## src/rtl/hang_wd_pkg.sv

```systemverilog
package hang_wd_pkg;
  typedef struct packed {
    logic load;       // start of a transaction: clear count and claim, latch type
    logic incCnt;     // advance the counter
    logic clrCnt;     // clear the counter (timer disabled)
    logic setClaim;   // a target claimed the configuration access
    logic fireErr;    // end with transfer-error acknowledge
    logic fireAbort;  // end with quiet master abort
  } strobes_t;

  typedef enum logic {ST_IDLE, ST_BUSY} wdState_t;
endpackage

```

## src/rtl/hang_wd_ctrl.sv

```systemverilog
module hang_wd_ctrl
  import hang_wd_pkg::*;
(
  input  logic     clk,
  input  logic     rstN,
  input  logic     cycleStart,
  input  logic     busOwned,
  input  logic     devsel,
  input  logic     cycleDone,
  input  logic     timeoutEn,
  input  logic     cfgCur,
  input  logic     claimed,
  input  logic     hangEnd,
  input  logic     winEnd,
  output strobes_t stb
);
  wdState_t state, stateNext;

  always_comb begin
    stb       = '0;
    stateNext = state;
    if (cycleStart) begin
      stb.load  = 1'b1;
      stateNext = ST_BUSY;
    end else if (state == ST_BUSY) begin
      if (cycleDone) begin
        stateNext = ST_IDLE;
      end else if (cfgCur) begin
        if (devsel) stb.setClaim = 1'b1;
        if (!claimed && !devsel && winEnd) begin
          stb.fireAbort = 1'b1;
          stateNext     = ST_IDLE;
        end else if (!claimed) begin
          stb.incCnt = 1'b1;
        end
      end else if (!timeoutEn) begin
        stb.clrCnt = 1'b1;
      end else if (busOwned) begin
        if (hangEnd) begin
          stb.fireErr = 1'b1;
          stateNext   = ST_IDLE;
        end else begin
          stb.incCnt = 1'b1;
        end
      end
    end
  end

  always_ff @(posedge clk or negedge rstN) begin
    if (!rstN) state <= ST_IDLE;
    else       state <= stateNext;
  end

  // an abort only ever ends a configuration access
  p_abort_cfg_only_r6: assert property (@(posedge clk) disable iff (!rstN)
    stb.fireAbort |-> cfgCur);

  // with the timer disabled no error is fired
  p_no_err_disabled_r4: assert property (@(posedge clk) disable iff (!rstN)
    !timeoutEn |-> !stb.fireErr);

  // without ownership no error is fired
  p_no_err_unowned_r3: assert property (@(posedge clk) disable iff (!rstN)
    !busOwned |-> !stb.fireErr);
endmodule

```

## src/rtl/hang_wd_dpath.sv

```systemverilog
module hang_wd_dpath
  import hang_wd_pkg::*;
#(
  parameter int HANG_LIMIT = 2000,
  parameter int DSEL_WIN   = 5,
  parameter int DATA_W     = 32
) (
  input  logic              clk,
  input  logic              rstN,
  input  strobes_t          stb,
  input  logic              isCfgIn,
  input  logic              isReadIn,
  input  logic              swClear,
  output logic              cfgCur,
  output logic              claimed,
  output logic              hangEnd,
  output logic              winEnd,
  output logic              errAck,
  output logic              okAck,
  output logic              wrDrop,
  output logic [DATA_W-1:0] rdData,
  output logic              hangFlag
);
  localparam int CNT_W = $clog2(HANG_LIMIT + 1);
  localparam logic [CNT_W-1:0] HANG_LAST = CNT_W'(HANG_LIMIT - 1);
  localparam logic [CNT_W-1:0] WIN_LAST  = CNT_W'(DSEL_WIN - 1);

  logic [CNT_W-1:0] cnt;
  logic             readCur;
  logic             abortRd;

  assign hangEnd = (cnt == HANG_LAST);
  assign winEnd  = (cnt == WIN_LAST);

  always_ff @(posedge clk or negedge rstN) begin
    if (!rstN) begin
      cnt     <= '0;
      claimed <= 1'b0;
      cfgCur  <= 1'b0;
      readCur <= 1'b0;
    end else if (stb.load) begin
      cnt     <= '0;
      claimed <= 1'b0;
      cfgCur  <= isCfgIn;
      readCur <= isReadIn;
    end else begin
      if (stb.clrCnt)      cnt <= '0;
      else if (stb.incCnt) cnt <= cnt + 1'b1;
      if (stb.setClaim) claimed <= 1'b1;
    end
  end

  always_ff @(posedge clk or negedge rstN) begin
    if (!rstN) begin
      errAck   <= 1'b0;
      okAck    <= 1'b0;
      abortRd  <= 1'b0;
      hangFlag <= 1'b0;
    end else begin
      errAck  <= stb.fireErr;
      okAck   <= stb.fireAbort;
      abortRd <= stb.fireAbort & readCur;
      if (stb.fireErr)   hangFlag <= 1'b1;
      else if (swClear)  hangFlag <= 1'b0;
    end
  end

  assign rdData = (okAck && abortRd) ? '1 : '0;
  assign wrDrop = okAck && !abortRd;

  // at most one termination response at a time
  p_one_resp_r2: assert property (@(posedge clk) disable iff (!rstN)
    $onehot0({errAck, okAck}));

  // the error acknowledge is a single-cycle pulse
  p_err_pulse_r2: assert property (@(posedge clk) disable iff (!rstN)
    errAck |=> !errAck);

  // a timeout never ends a configuration access
  p_cfg_no_err_r5: assert property (@(posedge clk) disable iff (!rstN)
    errAck |-> !cfgCur);

  // a timeout leaves the sticky flag set
  p_flag_on_err_r8: assert property (@(posedge clk) disable iff (!rstN)
    errAck |-> hangFlag);

  // a quiet abort does not raise the flag
  p_abort_no_flag_r8: assert property (@(posedge clk) disable iff (!rstN)
    okAck |-> (hangFlag == $past(hangFlag)) || $past(swClear));

  // a clear without a coinciding timeout empties the flag
  p_clear_r9: assert property (@(posedge clk) disable iff (!rstN)
    $past(swClear) && !errAck |-> !hangFlag);
endmodule

```

## src/rtl/pci_hang_watchdog.sv

```systemverilog
module pci_hang_watchdog
  import hang_wd_pkg::*;
#(
  parameter int HANG_LIMIT = 2000,
  parameter int DSEL_WIN   = 5,
  parameter int DATA_W     = 32
) (
  input  logic              clk,
  input  logic              rstN,
  input  logic              cycleStart,
  input  logic              isCfgIn,
  input  logic              isReadIn,
  input  logic              busOwned,
  input  logic              devsel,
  input  logic              cycleDone,
  input  logic              timeoutEn,
  input  logic              swClear,
  output logic              errAck,
  output logic              okAck,
  output logic              wrDrop,
  output logic [DATA_W-1:0] rdData,
  output logic              hangFlag
);
  strobes_t stb;
  logic cfgCur, claimed, hangEnd, winEnd;

  hang_wd_ctrl u_ctrl (
    .clk(clk), .rstN(rstN), .cycleStart(cycleStart), .busOwned(busOwned),
    .devsel(devsel), .cycleDone(cycleDone), .timeoutEn(timeoutEn),
    .cfgCur(cfgCur), .claimed(claimed), .hangEnd(hangEnd), .winEnd(winEnd),
    .stb(stb)
  );

  hang_wd_dpath #(.HANG_LIMIT(HANG_LIMIT), .DSEL_WIN(DSEL_WIN), .DATA_W(DATA_W)) u_dpath (
    .clk(clk), .rstN(rstN), .stb(stb), .isCfgIn(isCfgIn), .isReadIn(isReadIn),
    .swClear(swClear), .cfgCur(cfgCur), .claimed(claimed), .hangEnd(hangEnd),
    .winEnd(winEnd), .errAck(errAck), .okAck(okAck), .wrDrop(wrDrop),
    .rdData(rdData), .hangFlag(hangFlag)
  );
endmodule

```

## config.mk

```make
export PLATFORM = sky130hd
export DESIGN_NAME = pci_hang_watchdog
export DESIGN_NICKNAME = d
export VERILOG_FILES = /design/src/rtl/hang_wd_pkg.sv /design/src/rtl/hang_wd_ctrl.sv /design/src/rtl/hang_wd_dpath.sv /design/src/rtl/pci_hang_watchdog.sv
export SDC_FILE = /design/constraint.sdc
export NUM_CORES = 1
export LEC_CHECK = 0
export BUFFER_PORTS_ARGS = -buffer_cell sky130_fd_sc_hd__buf_2
export CORE_MARGIN = 2
export CORE_UTILIZATION = 45
export DETAILED_ROUTE_END_ITERATION = 16
export PLACE_DENSITY_LB_ADDON = 0.12
export SLEW_MARGIN = 30
export SYNTH_ARGS = -nofsm -noshare
export SYNTH_HDL_FRONTEND = slang
export SYNTH_SLANG_ARGS = --single-unit
```

## constraint.sdc

```tcl
create_clock -name clk -period 1.9 [get_ports clk]
set_input_delay 0.19 -clock clk [delete_from_list [all_inputs] [get_ports clk]]
set_output_delay 0.19 -clock clk [all_outputs]
set_load 0.005 [all_outputs]
```

After elaboration in Yosys (flattened, before gate mapping)
Cells that the tools add are included.

operators by class
  reductions and logical operators = 10
  multiply operators = 0
  shifts and indexed selects = 0
  mux-type cells = 35
  magnitude comparators = 0
  div/mod/pow operators = 0
  bitwise logic cells = 1
  equality and inequality tests = 2
  $add $sub $neg = 1

operators with widths
  cell                   number
  $mux 11                3
  $mux 32                1
  $mux 1                 28
  $mux 5                 3
  $add 11x1->11 const B  1
  $eq 11x11->1 const B   1
  $eq 11x3->1 const B    1
  $logic_and 1x1->1      4
  $reduce_bool 2->1      2
  $logic_not 1->1        3
  $reduce_bool 3->1      1
  $and 1x1->1            1

storage, ports and cells
  memories = 0
  input bits = 10
  ROM bits = 0
  output and inout port bits = 36
  memory bits (writable) = 0
  latch bits = 0
  flip-flop bits (word level) = 19

Depth between registers and ports, before layout
Gate-level depths: netlist of run 1.

  depth in word-level cells = 11
  mapped depth = 6
  gate-level depth less buffers = 6

Modules after synthesis
From an unflattened synthesis of run 1, not the netlist that was laid out.

unflattened totals
  cell total of the unflattened synthesis = 130
  area, all modules = 1214.9 um2

by module, submodules not included
  module         cells each  instances  area an instance (um2)
  hang_wd_dpath  112         1          1091.0
  hang_wd_ctrl   18          1          123.9

Least setup slack after synthesis of run 1
No wires, ideal clock.

  kind = register to register
  from = register u_dpath.cnt[4]
  to = register u_dpath.cnt[2]
  data arrival time = 1.550 ns
  buffers on the path = 0
  path slack = 0.227 ns
  data required time = 1.778 ns
  clock period less this slack = 1.673 ns
  stages on the path, launching flop included = 5
  cells stage by stage = dfrtp_1 or4b_4 or3_4 and4_4 mux2i_1

between the ends
  word-level cells in the longest chain between the ends = 9
  elaborated cells between the ends (all ways) = 12
  those cells by class = eq/ne: 2; mux: 8; reduce/logical: 2

RTL lines
  what                           RTL line             source
  from (decl)                    hang_wd_dpath.sv:28  logic [CNT_W-1:0] cnt;
  from (signal assigned)         hang_wd_dpath.sv:48  else if (stb.incCnt) cnt <= cnt + 1'b1;
  $eq 11x11->1                   hang_wd_dpath.sv:32  assign hangEnd = (cnt == HANG_LAST);
  $mux 1                         hang_wd_ctrl.sv:39   if (hangEnd) begin
  $mux 1                         hang_wd_ctrl.sv:38   end else if (busOwned) begin
  $mux 1                         hang_wd_ctrl.sv:36   end else if (!timeoutEn) begin
  $mux 1 *                       hang_wd_ctrl.sv:28   end else if (cfgCur) begin
  $mux 5 *                       hang_wd_ctrl.sv:26   if (cycleDone) begin
  $mux 5 *                       hang_wd_ctrl.sv:25   end else if (state == ST_BUSY) begin
  $mux 5 *                       hang_wd_ctrl.sv:22   if (cycleStart) begin
  $reduce_bool 3->1 (no line) *  --

Every way passes the cells marked *; elsewhere a longest branch is shown, timed or not.
A chain may end at the register's enable or synchronous reset.

Worst setup path after layout of run 1
  from = register u_dpath.cfgCur
  to = register u_ctrl.state

between the ends
  word-level cells in the longest chain between the ends = 4

RTL lines
  what                    RTL line             source
  from (decl)             hang_wd_dpath.sv:14  output logic cfgCur,
  from (signal assigned)  hang_wd_dpath.sv:44  cfgCur <= isCfgIn;
  $mux 1                  hang_wd_ctrl.sv:28
  $mux 1                  hang_wd_ctrl.sv:26
  $mux 1                  hang_wd_ctrl.sv:25
  $mux 1                  hang_wd_ctrl.sv:22
  net u_ctrl.stateNext    hang_wd_ctrl.sv:17   wdState_t state, stateNext;
  to (signal assigned)    hang_wd_ctrl.sv:51   else state <= stateNext;
  to (decl)               hang_wd_ctrl.sv:17

The timed path passes the listed nets, and every way through them passes these cells.

==> results.txt, run 1 <==
# H-tree levels -> 1
Initial Utilization -> 47.0%
Post-DP HPWL -> 1950 um
Crit start category -> register
Clk pwr share -> 29.3%
Area grow syn2layout -> 6.92%
TritonCTS clock tree -> done
Seq pwr share -> 59.3%
Ys Warns -> 0
Mux cell area share after synthesis -> 4.78%
Syn Area/Cell -> 9.37 sq um
Die height -> 57.4 um
Via density -> 5.37
Endpoints failing setup -> 0
Synth Area in Compound Gates -> 7.80%
Peak supply drop -> 0.506 mV
Mapped Cells -> 137
Synth Area in XOR/XNOR -> 2.73%
CP arrival -> 2.05 ns
Ys flop type -> dfrtp_1
Yosys cell types -> 37
Slew Viols, Final -> 0
Combinational power share -> 11.4%
Clk slew on worst S/H paths -> 0.11 ns
Async SR Flop Fraction -> 100%
Tcrit/Tclk final -> 97.4%
Largest net degree at the start of global routing -> 33
RSZ-0062 raised after global routing -> yes
GRT Resource Usage Total -> 16.9%
Worst path bufs/invs -> 0
Sw Share -> 26.6%
CTS buffer count -> 3
Cell Count, Final, Fillers Out -> 187
Post-Place Cells -> 181
Antenna Nets Post-Route -> 0
Post-synth EDFFs -> 0
Status -> finished clean
CP top delay family -> simple AND/OR/NAND/NOR gates
Final hold violation count -> 0
Die Span X -> 57.4 um
Worst EP required -> 2.10 ns
GPL Wtd Cong -> 0.907
Number of synthesized register bits -> 19
PwrDens -> 519 nW/um^2
First-pass GRT wire length -> 4180 um
Final #Nets -> 169
Worst slack, placed -> 0.0668 ns
Setup Skew -> 0.00111 ns
Vias in the first global route -> 868
Fill cells -> 253
Cell area after placement -> 1320 sq um
Detailed-route wire length per cell -> 14.0 um
CORE AREA -> 2730 sq um
Slowest-stage cell, CP -> or4b_4
Routed vias -> 1,004
Slew margin rel. -> 57.0%
Maxcap violations -> 0
Slew of the pin with the lowest slew margin -> 0.645 ns
F_max -> 540 MHz
CP endpoint kind -> register
Clk root buf -> clkbuf_4
Global route overflow -> 0
Clock period minus worst slack -> 1.85 ns
Worst setup margin -> 0.0498 ns
Clk_lat worst skew -> 0.30 ns
Fin Hold WS -> 0.0695 ns
P_int -> 0.523 mW
Crit Path Class -> reg -> reg
Net load switching power -> 0.189 mW
# IOs -> 46
DRC Markers -> 0
Post-Route WL -> 2610 um
Number of placement rows -> 19
Largest family of logic cells by synthesized area -> simple AND/OR/NAND/NOR gates
LEAKAGE -> 0.675 nW
Slowest stage delay, CP -> 0.54 ns
Initial antenna violation count -> 0
Final Core Density -> 50.2%
Maximum clock path buffer count -> 2
Non-Filler Cell Area, Final -> 1370 sq um
Mapped Nets -> 149
Num Clock Sinks -> 19
Initial DRC Count -> 27
Tightest Hold Check Type -> in -> reg
Sequential fraction of the synthesis area -> 37.0%
Fin Setup TNS -> 0 ns
Crit Path Max Fanout -> 7
Cell Area, Synth -> 1280 sq um
Overall Power -> 0.712 mW
Post-Synth Simple-Gate Area -> 25.8%
IO Port Bufs -> 45
Post-Synth Adder-Cell Area -> 1.95%
DR pass1 iterations -> 5
Die area -> 3300 sq um
Layout cell share with drive strength beyond 1 -> 39.1%
# diodes -> 0
Worst path cell trace -> or4b_4, nor3_2, nand3_1, a31o_2
-- final timing paths --
| kind | startpoint | end | slack (ns) | cells after the start |
|---|---|---|---|---|
| max in group asynchronous | rstN | u_dpath.errAck$_DFF_PN0_ | 1.25 | 2 |
| setup / recovery | u_dpath.cfgCur$_DFFE_PN0P_ | u_ctrl.state$_DFF_PN0_ | 0.05 | 4 |
| min in group asynchronous | rstN | u_dpath.cnt[9]$_DFFE_PN0P_ | 0.35 | 2 |
| hold / removal | swClear | u_dpath.hangFlag$_DFFE_PN0P_ | 0.07 | 2 |
| hold reg to reg | u_dpath.readCur$_DFFE_PN0P_ | u_dpath.readCur$_DFFE_PN0P_ | 0.51 | 2 |
| setup reg to reg | u_dpath.cfgCur$_DFFE_PN0P_ | u_ctrl.state$_DFF_PN0_ | 0.05 | 4 |
-- synth_stat cells (4+ instances only) --
library cell / n / share of area [%]
a21oi_1: 4 / 1.6
buf_4: 31 / 18
dfrtp_1: 19 / 37
inv_1: 4 / 1.2
mux2i_1: 5 / 3.9
nand2_1: 9 / 2.6
nand3_1: 4 / 1.6
nand4_1: 5 / 2.4
nor2_1: 8 / 2.3
nor3_1: 4 / 1.6
or3_1: 4 / 1.9
xnor2_1: 4 / 2.7
-- layer usage --
metal | vias to the layer above | global-route usage (%) | wire length, um
li1 | 495 | - | -
met1 | 461 | 22.0 | 1210
met2 | 44 | 26.8 | 1190
met3 | 4 | 2.72 | 159
met4 | 0 | 8.97 | 53
met5 | - | 0 | 0
-- power by group through the flow --
| stage | Sequential, mW | Combinational [mW] | Clock [mW] |
|---|---|---|---|
| floorplan | 0.427 | 0.0459 | 0 |
| global placement | 0.429 | 0.0788 | 0 |
| detailed placement | 0.430 | 0.0790 | 0 |
| CTS | 0.422 | 0.0810 | 0.211 |
| global route | 0.423 | 0.0910 | 0.231 |
| finish | 0.422 | 0.0815 | 0.209 |
-- registers in the layout, summed over array words and instances (netlist names) --
| register | flops |
|---|---|
| u_dpath.cfgCur | 1 |
| u_dpath.okAck | 1 |
| u_dpath.cnt | 11 |
| u_dpath.abortRd | 1 |
| u_dpath.claimed | 1 |
| u_dpath.readCur | 1 |
| u_dpath.errAck | 1 |
| u_dpath.hangFlag | 1 |
| u_ctrl.state | 1 |
-- worst register-to-register path, delay by kind of cell (launching register included) --
kind | cells | cell delay [ns]
DFF | 1 | 0.46
and+or+nand+nor | 3 | 1.04
AOI/OAI and AO/OA | 1 | 0.26
-- cell usage in the layout, fill, tap and decap left out, types with 5 or more instances in the layout --
cell	instances
mux2i_1	5
dfrtp_1	19
nor2_1	8
nand2_1	9
buf_2	45
nand4_1	5
-- logic make-up after synthesis --
group | after synthesis
buffers and inverters | 37
AO/OA/AOI/OAI | 14
multiplexers | 6
AND/OR/NAND/NOR | 55
adder cells (fa/ha/maj) | 2
flip-flops | 19
XOR/XNOR | 4
-- area by class of cell --
class,instances,area [sq um],share of cell area [%]
clock inverters,1,5.00,0.365
well taps,31,38.8,2.83
flip-flops and latches,19,475,34.6
repair buffers,48,250,18.2
clock buffers,3,22.5,1.64
multi-input cells,81,566,41.2
inverters,4,15.0,1.09
-- timing repair --
action                                 4_1_cts  5_1_grt
setup buffers                                0        1
resized for setup                            0        2
endpoints found under the hold margin       19        0
setup endpoints to repair                    0        6
hold buffers                                 1        0
(Power assumes the default switching activity.)
==> run 2: changes to the inputs <==
- CORE_ASPECT_RATIO: not set -> 0.75
==> run 2 against run 1 <==
Register-to-register slack hardly changed. Non-clock buffer count increased by 6. Count of clock-buffer cells in the layout rose by 1. Via count rose by 6.9%. Worst setup slack worse by 0.0097 ns. Maximum frequency down 0.52%. Wire length increased by 6.3%. First-iteration DRC count up 15%. Combinational power rose by 12%. Total power increased by 11%. Final cell count increased by 5.9%. Critical path type unchanged. Largest cell class unchanged.
==> results.txt, run 2 (synthesis gave the netlist of run 1 again) <==
Status -> finished clean
Via density -> 5.42
TritonCTS clock tree -> done
Largest Register -> u_dpath.cnt
IO Port Bufs -> 45
# diodes -> 0
Antenna Nets Post-Route -> 0
RSZ-0062 raised after global routing -> yes
DRC Markers -> 0
Detailed-route wire length per cell -> 14.0 um
Global route overflow -> 0
Commonest non-fill, non-tap cell in the layout -> buf_2
Clock period minus worst slack -> 1.86 ns
CTS buffer count -> 3
Worst path bufs/invs -> 0
Initial antenna violation count -> 0
Area grow syn2layout -> 13.0%
Worst EP required -> 2.05 ns
Post-Route WL -> 2770 um
CP top delay family -> simple AND/OR/NAND/NOR gates
Overall Power -> 0.793 mW
Maxcap violations -> 0
Tightest Hold Check Type -> in -> reg
Initial DRC Count -> 31
Setup Skew -> 0.00458 ns
PwrDens -> 547 nW/um^2
Post-DP HPWL -> 1980 um
DR pass1 iterations -> 4
Most frequent cells in the layout -> buf_2, dfrtp_1, nand2_1
Worst path cell trace -> or4b_4, nor3_4, nand3_1, a31o_2
Clk root buf -> clkbuf_8
Worst slack, placed -> 0.114 ns
GPL Wtd Cong -> 0.892
Maximum clock path buffer count -> 2
Routed vias -> 1,073
# IOs -> 46
Initial Utilization -> 48.2%
CP endpoint kind -> register
Peak supply drop -> 0.344 mV
Clk_lat worst skew -> 0.26 ns
Final hold violation count -> 0
GRT Resource Usage Total -> 17.6%
Die height -> 50.3 um
Slew margin rel. -> 56.7%
Slew of the pin with the lowest slew margin -> 0.650 ns
Crit Path Max Fanout -> 7
Slowest-stage cell, CP -> or4b_4
Final #Nets -> 175
R2r setup slk -> 0.04 ns
CORE AREA -> 2660 sq um
Number of placement rows -> 16
LEAKAGE -> 0.732 nW
First-pass GRT wire length -> 4480 um
Max reg flops -> 11
CP arrival -> 2.01 ns
# H-tree levels -> 1
Layout cell share with drive strength beyond 1 -> 40.7%
Cell area after placement -> 1360 sq um
Crit start category -> register
Slowest stage delay, CP -> 0.57 ns
Endpoints failing setup -> 0
Vias in the first global route -> 965
Die Span X -> 65.7 um
Tcrit/Tclk final -> 97.9%
Largest net degree at the start of global routing -> 33
Clk slew on worst S/H paths -> 0.07 ns
Crit Path Class -> reg -> reg
Final Core Density -> 54.5%
Worst setup margin -> 0.0401 ns
Slew Viols, Final -> 0
F_max -> 538 MHz
Num Clock Sinks -> 19
Non-Filler Cell Area, Final -> 1450 sq um
Die area -> 3300 sq um
[run 2: where the power goes]
part,switching (mW),leakage [nW],internal (mW)
logic,0.0536,0.452,0.0376
registers,0.00782,0.257,0.413
clock network,0.131,0.0228,0.149
total,0.193,0.732,0.600
[run 2: stage by stage]
stage,hold WS [ns],cells,setup TNS (ns)
final,0.126,198,0
after global routing,0.126,198,-0.110
after CTS,0.125,196,0
after detailed placement,0.157,191,0
after global placement,0.155,191,0
after floorplan,-0.106,137,0
[run 2: cell type report]
cell class / count / area [sq um]
tap: 36 / 45.0
multi-input combinational: 81 / 574
timing repair buffer: 54 / 295
inverter: 4 / 15.0
sequential: 19 / 475
clock buffer: 4 / 45.0
fill: 239 / 1210
[run 2: layer usage]
metal | up-vias | share of wire [%] | global-route usage [%]
li1 | 510 | - | -
met1 | 509 | 45 | 23.7
met2 | 50 | 47 | 29.0
met3 | 4 | 7.1 | 4.04
met4 | 0 | 0.90 | 4.17
met5 | - | 0 | 0
[run 2: final timing paths]
path | start | end | cells after the start
worst max-delay path | u_dpath.cfgCur$_DFFE_PN0P_ | u_ctrl.state$_DFF_PN0_ | 4
worst min-delay path | swClear | u_dpath.hangFlag$_DFFE_PN0P_ | 2
worst max register to register | u_dpath.cfgCur$_DFFE_PN0P_ | u_ctrl.state$_DFF_PN0_ | 4
worst min register to register | u_dpath.readCur$_DFFE_PN0P_ | u_dpath.readCur$_DFFE_PN0P_ | 2
max in group asynchronous | rstN | u_dpath.cnt[9]$_DFFE_PN0P_ | 2
min in group asynchronous | rstN | u_dpath.errAck$_DFF_PN0_ | 2
[run 2: repair_timing]
item                       in CTS  in global routing
hold endpoints to repair       19                  0
buffers inserted                0                  2
hold buffers                    1                  0
gates resized for setup         0                  4
setup endpoints to repair       0                  7
==> run 3: changes to the inputs <==
- CELL_PAD_IN_SITES_DETAIL_PLACEMENT: not set -> 1
- CELL_PAD_IN_SITES_GLOBAL_PLACEMENT: not set -> 2
- CORE_UTILIZATION: 45 -> 28
==> run 3 against run 2 <==
Register-to-register slack gained 0.08 ns. Wire length grew 17%. Non-clock buffer count shrank 2. Sequential share of layout area shrank 0.53 points. Final cell count grew 9.6%. Worst hold slack gained 0.0015 ns. Maximum frequency grew 4.3%. Clock power grew 4%. Global-route usage shrank 3.7 points. Total power grew 0.93%. Die area grew 56%. Core utilization shrank 21 points. Critical endpoint is now u_dpath.cnt[2]$_DFFE_PN0P_.
==> results.txt, run 3 (synthesis gave the netlist of run 1 again) <==
Worst r2r src -> u_dpath.cfgCur$_DFFE_PN0P_
Fill cells -> 535
Critical path startpoint -> u_dpath.cfgCur$_DFFE_PN0P_
LEAKAGE -> 0.723 nW
Clock period minus worst slack -> 1.78 ns
Slowest stage delay, CP -> 0.56 ns
Vias in the first global route -> 1,071
Setup Skew -> 0.00557 ns
Area grow syn2layout -> 14.8%
Slowest-stage cell, CP -> or4b_4
Clk_lat worst skew -> 0.26 ns
Most frequent cells in the layout -> buf_2, dfrtp_1, nand2_1
Initial Utilization -> 28.9%
Die Span X -> 82.2 um
F_max -> 561 MHz
Met3 routed WL -> 131 um
IO Port Bufs -> 45
DRC Markers -> 0
Crit start category -> register
Tightest Hold Check Type -> in -> reg
# diodes -> 0
Largest Register -> u_dpath.cnt
Max reg flops -> 11
Post-Route WL -> 3260 um
Detailed-route wire length per cell -> 15.0 um
Die area -> 5150 sq um
Final Core Density -> 33.2%
Hold depth -> 3
PwrDens -> 543 nW/um^2
Routed metal-1 wire length -> 1500 um
Slew of the pin with the lowest slew margin -> 0.675 ns
Clk slew on worst S/H paths -> 0.08 ns
CP endpoint kind -> register
Crit Path Class -> reg -> reg
Endpoints failing setup -> 0
GRT Resource Usage Total -> 14.0%
Status -> finished clean
Worst path cell trace -> or4b_4, or3_4, and4_4, mux2i_1
Maximum clock path buffer count -> 2
CORE AREA -> 4440 sq um
Hold path start -> isReadIn
Overall Power -> 0.800 mW
Num Clock Sinks -> 19
Clk root buf -> clkbuf_8
RSZ-0062 raised after global routing -> no
GPL Wtd Cong -> 0.806
Initial DRC Count -> 39
DR pass1 iterations -> 4
Global route overflow -> 0
Worst flop-to-flop path endpoint -> u_dpath.cnt[2]$_DFFE_PN0P_
Layout cell share with drive strength beyond 1 -> 41.9%
Worst EP required -> 2.05 ns
Commonest non-fill, non-tap cell in the layout -> buf_2
Die height -> 62.6 um
CP arrival -> 1.93 ns
Final hold violation count -> 0
# H-tree levels -> 1
Slew Viols, Final -> 0
Fin Setup TNS -> 0 ns
First-pass GRT wire length -> 5560 um
Slew margin rel. -> 55.0%
Routed vias -> 1,039
Final #Nets -> 173
# IOs -> 46
Crit Path Max Fanout -> 7
Initial antenna violation count -> 0
CP endpoint -> u_dpath.cnt[2]$_DFFE_PN0P_
Number of placement rows -> 21
CTS buffer count -> 3
Tcrit/Tclk final -> 93.8%
Post-DP HPWL -> 2520 um
Peak supply drop -> 0.288 mV
Met2 Wirelength -> 1610 um
Worst R2R Path Depth -> 4
R2r setup slk -> 0.12 ns
Largest net degree at the start of global routing -> 33
Antenna Nets Post-Route -> 0
Max Used Layer -> met4
Maxcap violations -> 0
Via density -> 4.79
TritonCTS clock tree -> done
==> run 3: cell count changes in the layout (fill, tap and decap cells not counted), sizes merged <==
cell / change
clkbuf: -1
buf: -2
clkinv: +1
==> run 3: where the power goes <==
group | internal (mW) | switching (mW)
registers | 0.413 | 0.00880
logic | 0.0340 | 0.0525
clock network | 0.146 | 0.146
==> run 3: worst max-delay path, delay by kind of cell (launching register included) <==
kind	cells	cell delay (ns)
mux	1	0.11
simple gates	3	1.10
flops	1	0.45
==> run 3: final cells by class <==
class / count / area [sq um] / area share (%)
Sequential cell: 19 / 475 / 32.3
Tap cell: 57 / 71.3 / 4.84
Timing Repair Buffer: 52 / 280 / 19.0
Clock buffer: 3 / 41.3 / 2.80
Multi-Input combinational cell: 81 / 586 / 39.7
Clock inverter: 1 / 5.00 / 0.340
Inverter: 4 / 15.0 / 1.02
==> run 3: how the worst min path moves through the flow <==
stage,endpoint
after global placement,u_dpath.cnt[10]$_DFFE_PN0P_
after global routing,u_dpath.readCur$_DFFE_PN0P_
after detailed placement,u_dpath.cnt[10]$_DFFE_PN0P_
final,u_dpath.readCur$_DFFE_PN0P_
after CTS,u_dpath.readCur$_DFFE_PN0P_
after floorplan,u_ctrl.state$_DFF_PN0_
==> run 3: metal layers <==
layer	vias to the layer above	track usage, %
met3	2	2.46
met1	508	18.9
met4	0	5.00
met5	-	0
met2	26	22.2
li1	503	-
==> run 3: what timing repair did <==
action | CTS | global route
resized for setup | 0 | 6
setup endpoints to repair | 0 | 8
setup buffers | 0 | 2
hold buffers | 1 | 0
hold endpoints to repair | 19 | 0
==> run 3: through the flow <==
step	instances	setup WS, ns	hold WS (ns)	area, sq um
3_3_place_gp	210	0.0646	0.158	1370
3_5_place_dp	210	0.0397	0.171	1370
6_report	217	0.117	0.127	1470
4_1_cts	215	0.0212	0.128	1430
2_1_floorplan	137	0.227	-0.106	1280
5_1_grt	217	0.0170	0.127	1470
